## src/rtl/cal_alarm_pkg.sv

```systemverilog
`timescale 1ns/1ps
package cal_alarm_pkg;
    localparam int SEC_W  = 6;
    localparam int MIN_W  = 6;
    localparam int HOUR_W = 5;
    localparam int DATE_W = 5;
    localparam int MON_W  = 4;
    localparam int WDAY_W = 3;
    localparam int N_FLD  = 6;

    typedef struct packed {
        logic [WDAY_W-1:0] wday;
        logic [MON_W-1:0]  month;
        logic [DATE_W-1:0] date;
        logic [HOUR_W-1:0] hour;
        logic [MIN_W-1:0]  min;
        logic [SEC_W-1:0]  sec;
    } cal_t;

    localparam int CAL_W = $bits(cal_t);

    typedef struct packed {
        logic             irq_en;
        logic             armed;
        logic             rpt;
        logic [N_FLD-1:0] en;
    } ctl_t;

    localparam int CTL_W = $bits(ctl_t);

    function automatic int fld_w(input int f);
        case (f)
            0: return SEC_W;
            1: return MIN_W;
            2: return HOUR_W;
            3: return DATE_W;
            4: return MON_W;
            default: return WDAY_W;
        endcase
    endfunction

    function automatic int fld_lo(input int f);
        int acc = 0;
        for (int k = 0; k < f; k++) acc += fld_w(k);
        return acc;
    endfunction
endpackage

```

## src/rtl/alm_match.sv

```systemverilog
`timescale 1ns/1ps
module alm_match
    import cal_alarm_pkg::*;
(
    input  cal_t             cal_i,
    input  cal_t             cmp_i,
    input  logic [N_FLD-1:0] en_i,
    output logic             hit_o
);
    logic [CAL_W-1:0] cal_v;
    logic [CAL_W-1:0] cmp_v;
    logic [N_FLD-1:0] fld_ok;

    assign cal_v = cal_i;
    assign cmp_v = cmp_i;

    // one comparator slice per calendar field; a masked field always agrees
    for (genvar f = 0; f < N_FLD; f++) begin : g_fld
        localparam int LO = fld_lo(f);
        localparam int W  = fld_w(f);
        assign fld_ok[f] = !en_i[f] || (cal_v[LO +: W] == cmp_v[LO +: W]);
    end

    // an empty mask must never count as a match
    assign hit_o = (|en_i) && (&fld_ok);
endmodule

```

## src/rtl/alm_unit.sv

```systemverilog
`timescale 1ns/1ps
module alm_unit
    import cal_alarm_pkg::*;
(
    input  logic clk,
    input  logic rst_n,
    input  logic tick_i,
    input  cal_t cal_i,
    input  logic wr_val,
    input  logic wr_ctl,
    input  logic wr_clr,
    input  cal_t wval_i,
    input  ctl_t wctl_i,
    output cal_t val_o,
    output ctl_t ctl_o,
    output logic flag_o
);
    typedef struct packed {
        cal_t val;
        ctl_t ctl;
        logic flag;
    } st_t;

    st_t  st_d, st_q;
    logic hit;
    logic fire;

    alm_match u_match (
        .cal_i (cal_i),
        .cmp_i (st_q.val),
        .en_i  (st_q.ctl.en),
        .hit_o (hit)
    );

    assign fire = tick_i & st_q.ctl.armed & hit;

    always_comb begin
        st_d = st_q;
        if (fire) begin
            st_d.flag = 1'b1;
            if (!st_q.ctl.rpt) st_d.ctl.armed = 1'b0;
        end
        if (wr_val) st_d.val = wval_i;
        if (wr_ctl) st_d.ctl = wctl_i;
        if (wr_clr && !fire) st_d.flag = 1'b0;
    end

    always_ff @(posedge clk) begin
        if (!rst_n) st_q <= '0;
        else        st_q <= st_d;
    end

    assign val_o  = st_q.val;
    assign ctl_o  = st_q.ctl;
    assign flag_o = st_q.flag;

    p_flag_on_tick_r12: assert property (@(posedge clk) disable iff (!rst_n)
        $rose(st_q.flag) |-> $past(tick_i));
    p_oneshot_disarm_r5: assert property (@(posedge clk) disable iff (!rst_n)
        (fire && !st_q.ctl.rpt && !wr_ctl) |=> !st_q.ctl.armed);
    p_repeat_armed_r6: assert property (@(posedge clk) disable iff (!rst_n)
        (fire && st_q.ctl.rpt && !wr_ctl) |=> st_q.ctl.armed);
    p_flag_sticky_r8: assert property (@(posedge clk) disable iff (!rst_n)
        (st_q.flag && !wr_clr) |=> st_q.flag);
    p_empty_mask_r4: assert property (@(posedge clk) disable iff (!rst_n)
        (st_q.ctl.en == '0) |-> !hit);
    p_set_wins_r11: assert property (@(posedge clk) disable iff (!rst_n)
        (fire && wr_clr) |=> st_q.flag);
endmodule

```

## src/rtl/dual_cal_alarm.sv

```systemverilog
`timescale 1ns/1ps
module dual_cal_alarm
    import cal_alarm_pkg::*;
#(
    parameter int N_ALM  = 2,
    parameter int DATA_W = 32
) (
    input  logic                                clk,
    input  logic                                rst_n,
    input  logic                                tick_i,
    input  logic [CAL_W-1:0]                    cal_i,
    input  logic                                wr_en,
    input  logic [$clog2(N_ALM)+1:0]            wr_addr,
    input  logic [DATA_W-1:0]                   wr_data,
    input  logic [$clog2(N_ALM)+1:0]            rd_addr,
    output logic [DATA_W-1:0]                   rd_data,
    output logic [N_ALM-1:0]                    flag_o,
    output logic                                irq_o
);
    localparam int IDX_W  = $clog2(N_ALM);
    localparam int ADDR_W = IDX_W + 2;
    localparam logic [1:0] SEL_VAL = 2'd0;
    localparam logic [1:0] SEL_CTL = 2'd1;
    localparam logic [1:0] SEL_STS = 2'd2;

    cal_t             val_q [N_ALM];
    ctl_t             ctl_q [N_ALM];
    logic [N_ALM-1:0] ien;
    logic             unused_wr_hi;

    assign unused_wr_hi = ^wr_data[DATA_W-1:CAL_W];

    for (genvar i = 0; i < N_ALM; i++) begin : g_alm
        logic sel_me;
        assign sel_me = wr_en && (wr_addr[ADDR_W-1:2] == IDX_W'(i));

        alm_unit u_unit (
            .clk    (clk),
            .rst_n  (rst_n),
            .tick_i (tick_i),
            .cal_i  (cal_t'(cal_i)),
            .wr_val (sel_me && wr_addr[1:0] == SEL_VAL),
            .wr_ctl (sel_me && wr_addr[1:0] == SEL_CTL),
            .wr_clr (sel_me && wr_addr[1:0] == SEL_STS && wr_data[0]),
            .wval_i (cal_t'(wr_data[CAL_W-1:0])),
            .wctl_i (ctl_t'(wr_data[CTL_W-1:0])),
            .val_o  (val_q[i]),
            .ctl_o  (ctl_q[i]),
            .flag_o (flag_o[i])
        );
        assign ien[i] = ctl_q[i].irq_en;
    end

    assign irq_o = |(flag_o & ien);

    always_comb begin
        rd_data = '0;
        for (int i = 0; i < N_ALM; i++) begin
            if (rd_addr[ADDR_W-1:2] == IDX_W'(i)) begin
                case (rd_addr[1:0])
                    SEL_VAL: rd_data = DATA_W'(val_q[i]);
                    SEL_CTL: rd_data = DATA_W'(ctl_q[i]);
                    SEL_STS: rd_data = DATA_W'(flag_o[i]);
                    default: rd_data = '0;
                endcase
            end
        end
    end

    p_irq_needs_flag_r9: assert property (@(posedge clk) disable iff (!rst_n)
        irq_o |-> (flag_o != '0));
endmodule

```

## config.mk

```make
export PLATFORM = sky130hd
export DESIGN_NAME = dual_cal_alarm
export DESIGN_NICKNAME = d
export VERILOG_FILES = /design/src/rtl/cal_alarm_pkg.sv /design/src/rtl/alm_match.sv /design/src/rtl/alm_unit.sv /design/src/rtl/dual_cal_alarm.sv
export SDC_FILE = /design/constraint.sdc
export NUM_CORES = 1
export LEC_CHECK = 0
export BUFFER_PORTS_ARGS = -buffer_cell sky130_fd_sc_hd__buf_2
export CAP_MARGIN = 10
export CORE_MARGIN = 5
export CORE_UTILIZATION = 50
export DETAILED_ROUTE_END_ITERATION = 12
export PLACE_DENSITY = 0.83
export REMOVE_ABC_BUFFERS = 1
export SLEW_MARGIN = 20
export SYNTH_ARGS = -nofsm -noshare
export SYNTH_HDL_FRONTEND = slang
export SYNTH_SLANG_ARGS = --single-unit
```

## constraint.sdc

```tcl
create_clock -name clk -period 1.6 [get_ports clk]
set_input_delay 0.16 -clock clk [delete_from_list [all_inputs] [get_ports clk]]
set_output_delay 0.16 -clock clk [all_outputs]
set_load 0.05 [all_outputs]
```

== Word level (Yosys, flattened, before mapping) ==
Cells that the tools add are included.

* Add/subtract/negate cells: 0
* Multipliers: 0
* Divide/modulo/power cells: 0
* Magnitude comparators: 0
* Equality and inequality tests: 18
* Shift-type cells: 0
* Muxes and demuxes: 9
* Bitwise gates (word level): 7
* Reduce and logical (&&, ||, !) cells: 53

{| class="wikitable"
|+ Operators with widths
! cell !! count
|-
| $pmux W29 S3 || 2
|-
| $mux W32 || 1
|-
| $eq A6 B6 Y1 || 4
|-
| $eq A5 B5 Y1 || 4
|-
| $mux W8 || 2
|-
| $logic_and A1 B1 Y1 || 14
|-
| $logic_not A1 Y1 || 14
|-
| $logic_or A1 B1 Y1 || 12
|-
| $reduce_and A6 Y1 || 2
|-
| $reduce_or A6 Y1 || 2
|-
| $eq A4 B4 Y1 || 2
|-
| $eq A3 B3 Y1 || 2
|-
| $reduce_or A2 Y1 || 3
|-
| $and A1 B1 Y1 || 4
|-
| $eq A2 B1 Y1 const B || 2
|-
| $eq A2 B2 Y1 const B || 2
|-
| $logic_not A2 Y1 || 2
|-
| $mux W1 || 4
|-
| $ne A2 B1 Y1 const B || 2
|-
| $reduce_and A2 Y1 || 2
|-
| $reduce_bool A2 Y1 || 2
|-
| $and A2 B2 Y2 || 1
|-
| $not A1 Y1 || 2
|}

* Bits in registers: 78
* Latch bits: 0
* Memory bits (writable): 0
* Bits in read-only memories: 0
* Output and inout port bits: 35
* Logic and storage cells: 109
* Memories kept: 0

== Longest topological paths before layout ==
Gate-level depths: netlist (run 1).

* Depth after elaboration: 8
* Depth in mapped cells: 6
* Mapped depth without buffers: 6

== Modules after synthesis ==
A second synthesis (run 1) with hierarchy kept.

* Cells, all modules: 431
* Area, all modules: 4389.2 µm²

{| class="wikitable"
|+ Modules (own cells, without submodules)
! module !! times used !! cells an instance !! area an instance (µm²)
|-
| alm_unit || 2 || 127 || 1490.2
|-
| dual_cal_alarm || 1 || 87 || 705.7
|-
| alm_match || 2 || 45 || 351.6
|}

== Worst setup path before layout (run 1) ==
OpenSTA, ideal clock, no wires.

* Path type: input to output
* From: input rd_addr[2]
* To: output rd_data[0]
* Arrival time: 1667 ps
* Slack: -227 ps
* Stages: 5
* Cells stage by stage: clkbuf_1 buf_4 buf_4 o21ai_0 a21oi_1

* Cells in the longest elaborated chain, start to end: 1

{| class="wikitable"
|+ RTL lines
! item !! RTL line !! RTL
|-
| from (decl) || dual_cal_alarm.sv:15 || <nowiki>input logic [$clog2(N_ALM)+1:0] rd_addr,</nowiki>
|-
| $mux W32 || dual_cal_alarm.sv:59 || <nowiki>if (rd_addr[ADDR_W-1:2] == IDX_W'(i)) begin</nowiki>
|-
| to (decl) || dual_cal_alarm.sv:16 || <nowiki>output logic [DATA_W-1:0] rd_data,</nowiki>
|}

Every way passes these cells.

== Worst setup path in the final report (run 1) ==
* From: register g_alm[1].u_unit.st_q (netlist bit g_alm[1].u_unit.val_o[20])
* To: register g_alm[1].u_unit.st_q (netlist bit g_alm[1].u_unit.ctl_o[7])

* Cells in the longest elaborated chain, start to end: 7

{| class="wikitable"
|+ RTL lines
! item !! RTL line !! RTL
|-
| from (decl) || alm_unit.sv:24 || <nowiki>st_t st_d, st_q;</nowiki>
|-
| from (signal assigned) || alm_unit.sv:50 || <nowiki>else st_q <= st_d;</nowiki>
|-
| $eq A5 B5 Y1 || alm_match.sv:21 || <nowiki>assign fld_ok[f] = !en_i[f] || (cal_v[LO +: W] == cmp_v[LO +: W]);</nowiki>
|-
| $logic_or A1 B1 Y1 || alm_match.sv:21 ||
|-
| $reduce_and A6 Y1 || alm_match.sv:25 || <nowiki>assign hit_o = (|en_i) && (&fld_ok);</nowiki>
|-
| $logic_and A1 B1 Y1 || alm_match.sv:25 ||
|-
| $and A1 B1 Y1 || alm_unit.sv:35 || <nowiki>assign fire = tick_i & st_q.ctl.armed & hit;</nowiki>
|-
| $reduce_bool A2 Y1 (no line) || -- ||
|-
| $reduce_and A2 Y1 (no line) || -- ||
|}

Every way passes these cells.
A chain may end at the register's enable or synchronous reset.

==> run metrics, run 1 <==
result of the run=finished with violations; failing checks=negative setup slack; Root Driver=clkbuf_8; Placed Area=5010 µm²; final cell count without fillers=750; nets@finish=709; period utilization=110%; DR DRC count=0; first-pass GRT wire length=19.9 mm; met1 Use GR=31.2%; Post-Syn Area per Cell=8.36 µm²; Mapped Cells=517; Ports=106; Die Y=103 µm; Worst Skew=0.0101 ns; post-synthesis compound-gate area fraction=17.7%; simple-gate share of the synthesized area=21.0%; routability congestion estimate=0.971; clock sink count=78; Post-synth EDFFs=0; die area=10600 µm²; Buf/Inv on CP=1; clock latency at the later pin of the worst-skew pair=0.35 ns; post-synthesis mux area share=9.11%; number of synthesized register bits=78; count of final setup violators=8; worst setup path class=reg -> reg; Power, Total=0.00431 W; # rows=34; via/cell ratio=5.62; Overflow after GRT=0; pin count of the biggest net entering global routing=46; Ys Warns=0; Flop pwr share=46.8%; Starting Density=50.3%; Pint=0.00321 W; RSZ-0062 raised after global routing=yes; Total GRT Usage=24.1%; TritonCTS clock tree=built; largest family of logic cells by synthesized area=simple AND/OR/NAND/NOR gates; NetSw=0.00110 W; cell chain of the critical path=xnor2_2 > nand2_1 > o41ai_2 > buf_4 > nand4_1 > o311ai_2 > a21boi_1; data arrival time of the critical path=1.98 ns; leakage=2.24 nW; FILL cells=685; switch share=25.6%; Setup WS post-layout=-0.158 ns; number of global-route vias before repair=4083; port bufs=99; Worst path max stage delay=0.35 ns; critical path fanouts, max=2; Core Area=8590 µm²; max cap viols=0; most common cell after layout, fill and taps aside=nand2_1; hold crit path type=in -> reg; DR pass1 iterations=5; Die Wd=103 µm; sequential element share of the synthesized area=36.1%; routed len/inst=17.5 µm; fin crit period=1.76 ns; Pins Over Slew Limit=0; design area=5620 µm²; met3 GRT Util=4.26%; Hold-fix buffers, CTS=0; P&R area growth vs syn=30.0%; combinational power share=14.5%; synth unique cells=41; maximum clock path buffer count=2; GR peak layer=met2; PwrDens=767 nW/µm²; Final HPWL DP=8.72 mm; share of layout cells above drive strength 1=34.7%; delay-heaviest family, CP=compound AO/OA/AOI/OAI gates; synthesized cell area=4320 µm²; Hold Violations, Final=0; area of the multi-input gates=2730 µm²; Startpoint Class=flip-flop; Crit. End Element=flip-flop; most frequent cells in the layout=nand2_1, buf_2, a21boi_0, dfxtp_1, buf_4; placed cells=719; initial DRC count=359; register area=1600 µm²; XOR/XNOR Fraction of Synth Area=11.7%; drt total wl=13.1 mm; final setup TNS=-0.752 ns; Layout Utilization=65.4%; initial antenna violation count=0; Clock transition at path regs=0.08 ns; # diodes=0; Vias=4212; Num CTS Buffers=9; Main synth FF type=dfxtp_1; Final ANT Viol Nets=0; clock network fraction of design power=38.7%; Max Freq=569 MHz; Worst Path Required=1.82 ns; VDD IR max=482 µV; global routing usage on met2=40.3%; Crit-path slowest cell=o41ai_2; Synth Area in Adders=0%; asr flop ratio synth=0%; H-tree depth=3
[logic make-up after synthesis]
group / after synthesis
AOI/OAI and AO/OA: 100
muxes: 29
other: 1
and+or+nand+nor: 215
buffers and inverters: 36
DFF: 78
xor gates and xnor gates: 58
[cell type report]
type	instances	share of cell area (%)
clock buffer	11	2.69
clock inverter	4	1.25
inverter	1	0.0668
multi-input combinational	405	48.5
sequential	78	28.5
tap	108	2.40
timing repair buffer	143	16.7
[state kept, by name, indices dropped and copies added, names as in the netlist]
signal and flops:
g_alm.u_unit.ctl_o 18, g_alm.u_unit.flag_o 2, g_alm.u_unit.val_o 58
[metal layers]
metal	up-vias	share of wire [%]
met5	-	0
met4	0	3.3
met3	51	7.9
met2	211	49
met1	1986	40
li1	1964	-
[worst reg2reg max path: cells and delay by family, from the launching register on]
kind / cells / cell delay (ns)
AO/OA/AOI/OAI: 3 / 0.75
flip-flops: 1 / 0.34
XOR/XNOR: 1 / 0.14
AND/OR/NAND/NOR: 2 / 0.22
buffers and inverters: 1 / 0.17
[cell usage after synthesis (2+ instances only)]
cell type	instances	area [µm²]
nand4_1	7	43.8
mux4_2	7	158
o41ai_1	2	17.5
mux2i_1	21	210
clkbuf_1	17	63.8
xnor2_1	34	298
nand3_1	6	30.0
buf_4	9	67.6
or3_1	2	12.5
dfxtp_1	78	1560
a21oi_1	4	20.0
o21ai_0	3	15.0
nor2b_1	8	50.1
nand2_1	154	578
buf_2	8	40.0
or2_2	3	18.8
a21boi_1	8	60.1
a21boi_0	67	503
nand3b_1	2	15.0
nor3_1	4	20.0
xor2_1	24	210
o31ai_1	7	52.6
o21a_1	2	15.0
nor2_1	23	86.3
[per-stage QoR]
| step | setup slack, ns | hold WS, ns |
|---|---|---|
| after floorplan | -0.493 | 0.278 |
| after global placement | -0.0233 | 0.410 |
| after detailed placement | -0.162 | 0.419 |
| after CTS | -0.111 | 0.0451 |
| after global routing | -0.212 | 0.0417 |
| final | -0.158 | 0.0456 |
[what timing repair did]
| item | in CTS | in global routing |
|---|---|---|
| gates resized for setup | 63 | 29 |
| setup endpoints to repair | 11 | 20 |
| setup buffers | 10 | 6 |
| pin swaps | 7 | 8 |
[path summary, 6_finish.rpt]
| check | startpoint | endpoint | slack, ns | depth (start not counted) |
|---|---|---|---|---|
| max | g_alm[1].u_unit.val_o[20]$_SDFFE_PN0P_ | g_alm[1].u_unit.ctl_o[7]$_SDFFE_PN0P_ | -0.16 | 7 |
| min | wr_data[21] | g_alm[1].u_unit.val_o[21]$_SDFFE_PN0P_ | 0.05 | 3 |
| max reg2reg | g_alm[1].u_unit.val_o[20]$_SDFFE_PN0P_ | g_alm[1].u_unit.ctl_o[7]$_SDFFE_PN0P_ | -0.16 | 7 |
| min reg2reg | g_alm[1].u_unit.ctl_o[6]$_SDFFE_PN0P_ | g_alm[1].u_unit.ctl_o[6]$_SDFFE_PN0P_ | 0.48 | 2 |
[power groups by stage]
stage / Clock (W) / Combinational [W] / Sequential [W]
finish: 0.00167 / 0.000627 / 0.00202
global route: 0.00176 / 0.000673 / 0.00202
CTS: 0.00167 / 0.000595 / 0.00202
detailed placement: 0 / 0.000561 / 0.00206
global placement: 0 / 0.000547 / 0.00206
floorplan: 0 / 0.000281 / 0.00205
No activity file was read; power rests on OpenSTA's default activity.
==> run 2: changes to the inputs <==
--- a/config.mk
+++ b/config.mk
@@ -7,10 +7,12 @@
 export LEC_CHECK = 0
 export BUFFER_PORTS_ARGS = -buffer_cell sky130_fd_sc_hd__buf_2
 export CAP_MARGIN = 10
+export CELL_PAD_IN_SITES_DETAIL_PLACEMENT = 0
+export CELL_PAD_IN_SITES_GLOBAL_PLACEMENT = 2
 export CORE_MARGIN = 5
-export CORE_UTILIZATION = 50
+export CORE_UTILIZATION = 31
 export DETAILED_ROUTE_END_ITERATION = 12
-export PLACE_DENSITY = 0.83
+export PLACE_DENSITY = 0.88
 export REMOVE_ABC_BUFFERS = 1
 export SLEW_MARGIN = 20
 export SYNTH_ARGS = -nofsm -noshare
==> constraint.sdc (replaced) <==
create_clock -name clk -period 1.6 [get_ports clk]
set_input_delay 0.24 -clock clk [delete_from_list [all_inputs] [get_ports clk]]
set_output_delay 0.24 -clock clk [all_outputs]
set_load 0.05 [all_outputs]
==> run 2 against run 1 <==
  * The run still ends with negative setup slack left
  * Critical path depth is 3 lower
  * Total power is 10% higher
  * Wire length is 3.7% higher
  * Worst setup slack better by 0.0062 ns
  * Hold slack better by 0.11 ns
  * Clock power is 25% higher
  * Global-route usage is 7.2 points lower
  * Via count is 6.5% lower
  * Sequential share of layout area is 1.3 points lower
  * Cell area is 4.1% higher
  * Clock-buffer cell count is 1 higher
==> run metrics, run 2 (synthesized netlist as in run 1, its figures left out) <==
Setup WS post-layout=-0.152 ns; H-tree depth=3; final setup TNS=-0.874 ns; switch share=24.8%; Hold Path Sink=g_alm[1].u_unit.val_o[13]$_SDFFE_PN0P_; initial antenna violation count=0; Ports=106; Hold Path Depth=3; routability congestion estimate=0.856; nets@finish=713; first-pass GRT wire length=21.7 mm; most frequent cells in the layout=nand2_1, buf_2, a21boi_0, dfxtp_1, buf_4; clock network fraction of design power=43.9%; Clock transition at path regs=0.06 ns; Worst Path Required=1.36 ns; PwrDens=810 nW/µm²; DR DRC count=0; die area=16400 µm²; TritonCTS clock tree=built; hold crit path type=in -> reg; Die Y=128 µm; routed len/inst=16.4 µm; Pins Over Slew Limit=0; Crit-path slowest cell=mux4_2; max cap viols=0; Root Driver=clkbuf_16; Die Wd=128 µm; met1 Use GR=21.6%; share of layout cells above drive strength 1=33.5%; leakage=2.31 nW; Startpoint Class=flip-flop; maximum clock path buffer count=2; combinational power share=13.5%; RSZ-0062 raised after global routing=yes; RR Endpoint=g_alm[0].u_unit.ctl_o[7]$_SDFFE_PN0P_; pin count of the biggest net entering global routing=49; Hold Violations, Final=0; global routing usage on met2=28.0%; drt total wl=13.6 mm; Worst path max stage delay=0.45 ns; number of flip-flops under the largest register name=58; Starting Density=31.4%; Buf/Inv on CP=2; clock latency at the later pin of the worst-skew pair=0.33 ns; Num CTS Buffers=9; initial DRC count=178; Max Freq=571 MHz; GR peak layer=met2; Pint=0.00356 W; critical hold path startpoint=wr_data[13]; Overflow after GRT=0; failing checks=negative setup slack; Hold-fix buffers, CTS=0; DR pass1 iterations=4; P&R area growth vs syn=35.4%; NetSw=0.00118 W; most common cell after layout, fill and taps aside=nand2_1; via/cell ratio=4.75; fin crit period=1.75 ns; Flop pwr share=42.6%; Total GRT Usage=16.9%; clock sink count=78; Crit. End Element=output pin; critical path fanouts, max=2; RR Startpoint=g_alm[0].u_unit.val_o[13]$_SDFFE_PN0P_; data arrival time of the critical path=1.51 ns; cell chain of the critical path=buf_6 > mux4_2 > nor2b_4 > buf_8; R2R setup slack=0.01 ns; VDD IR max=438 µV; delay-heaviest family, CP=multiplexers; period utilization=110%; reg2reg path depth=7; Vias=3938; number of global-route vias before repair=4175; pre-CTS setup slack=-0.122 ns; Final HPWL DP=9.69 mm; Final ANT Viol Nets=0; met3 GRT Util=3.58%; count of final setup violators=9; # rows=43; port bufs=99; Core Area=13800 µm²; result of the run=finished with violations; worst setup path class=reg -> out; Worst Skew=0.00446 ns
==> run 2: changes by cell type in the layout (fill, tap and decap cells not counted), moves of 5 or more <==
cell / change
clkbuf_8: -9
clkbuf_16: +9
buf_12: +6
dfxtp_1: +5
nor2b_1: +6
nor2b_4: -6
==> run 2: worst max-delay path by stage <==
| stage | startpoint | to | cells after the start |
|---|---|---|---|
| floorplan | wr_addr[2] | g_alm[0].u_unit.val_o[0]$_SDFFE_PN0P_ | 4 |
| global placement | cal_i[20] | g_alm[1].u_unit.ctl_o[7]$_SDFFE_PN0P_ | 8 |
| detailed placement | cal_i[17] | g_alm[1].u_unit.ctl_o[7]$_SDFFE_PN0P_ | 8 |
| CTS | g_alm[0].u_unit.val_o[8]$_SDFFE_PN0P_ | rd_data[8] | 4 |
| global route | g_alm[0].u_unit.val_o[8]$_SDFFE_PN0P_ | rd_data[8] | 4 |
| finish | g_alm[0].u_unit.val_o[8]$_SDFFE_PN0P_ | rd_data[8] | 4 |
==> run 2: final cells by class <==
cell class / instances / area [µm²]
Fill cell: 1419 / 7920
Multi-Input combinational cell: 405 / 2670
Sequential cell: 78 / 1590
Timing Repair Buffer: 147 / 1050
Clock buffer: 12 / 256
Tap cell: 180 / 225
Clock inverter: 4 / 45.0
Antenna cell: 2 / 5.00
Inverter: 1 / 3.75
==> run 2: repair_timing <==
action                     CTS  global route
pin swaps                    6             5
gates resized for setup     49            32
gates cloned                 0             0
buffers inserted             3             0
setup endpoints to repair   13            26
==> run 2: routing by layer <==
metal / share of wire (%) / wire [µm]
met2: 47 / 6330
met3: 5.6 / 765
met5: 0 / 0
met1: 46 / 6220
met4: 2.0 / 272
==> run 2: worst register-to-register path: cells and delay by family, from the launching register on <==
| kind | cells | cell delay (ns) |
|---|---|---|
| buffers and inverters | 1 | 0.15 |
| and+or+nand+nor | 2 | 0.34 |
| xor gates and xnor gates | 1 | 0.14 |
| AOI/OAI and AO/OA | 3 | 0.49 |
| DFF | 1 | 0.35 |
==> run 2: power groups by stage <==
stage / sequential, W / clock (W) / combinational (W)
floorplan: 0.00205 / 0 / 0.000281
global placement: 0.00206 / 0 / 0.000609
detailed placement: 0.00206 / 0 / 0.000615
CTS: 0.00202 / 0.00211 / 0.000635
global route: 0.00203 / 0.00220 / 0.000700
finish: 0.00202 / 0.00208 / 0.000641
==> run 2: per-stage QoR <==
| stage | cell area (µm²) | hold WS (ns) | util [%] | total power [W] | instances |
|---|---|---|---|---|---|
| after floorplan | 4150 | 0.358 | - | 0.00234 | 484 |
| after global placement | 5310 | 0.465 | 38.5 | 0.00267 | 808 |
| after detailed placement | 5310 | 0.482 | 38.5 | 0.00268 | 808 |
| after CTS | 5760 | 0.148 | 41.8 | 0.00476 | 827 |
| after global routing | 5850 | 0.164 | 42.5 | 0.00493 | 827 |
| final | 5850 | 0.156 | 42.5 | 0.00474 | 829 |
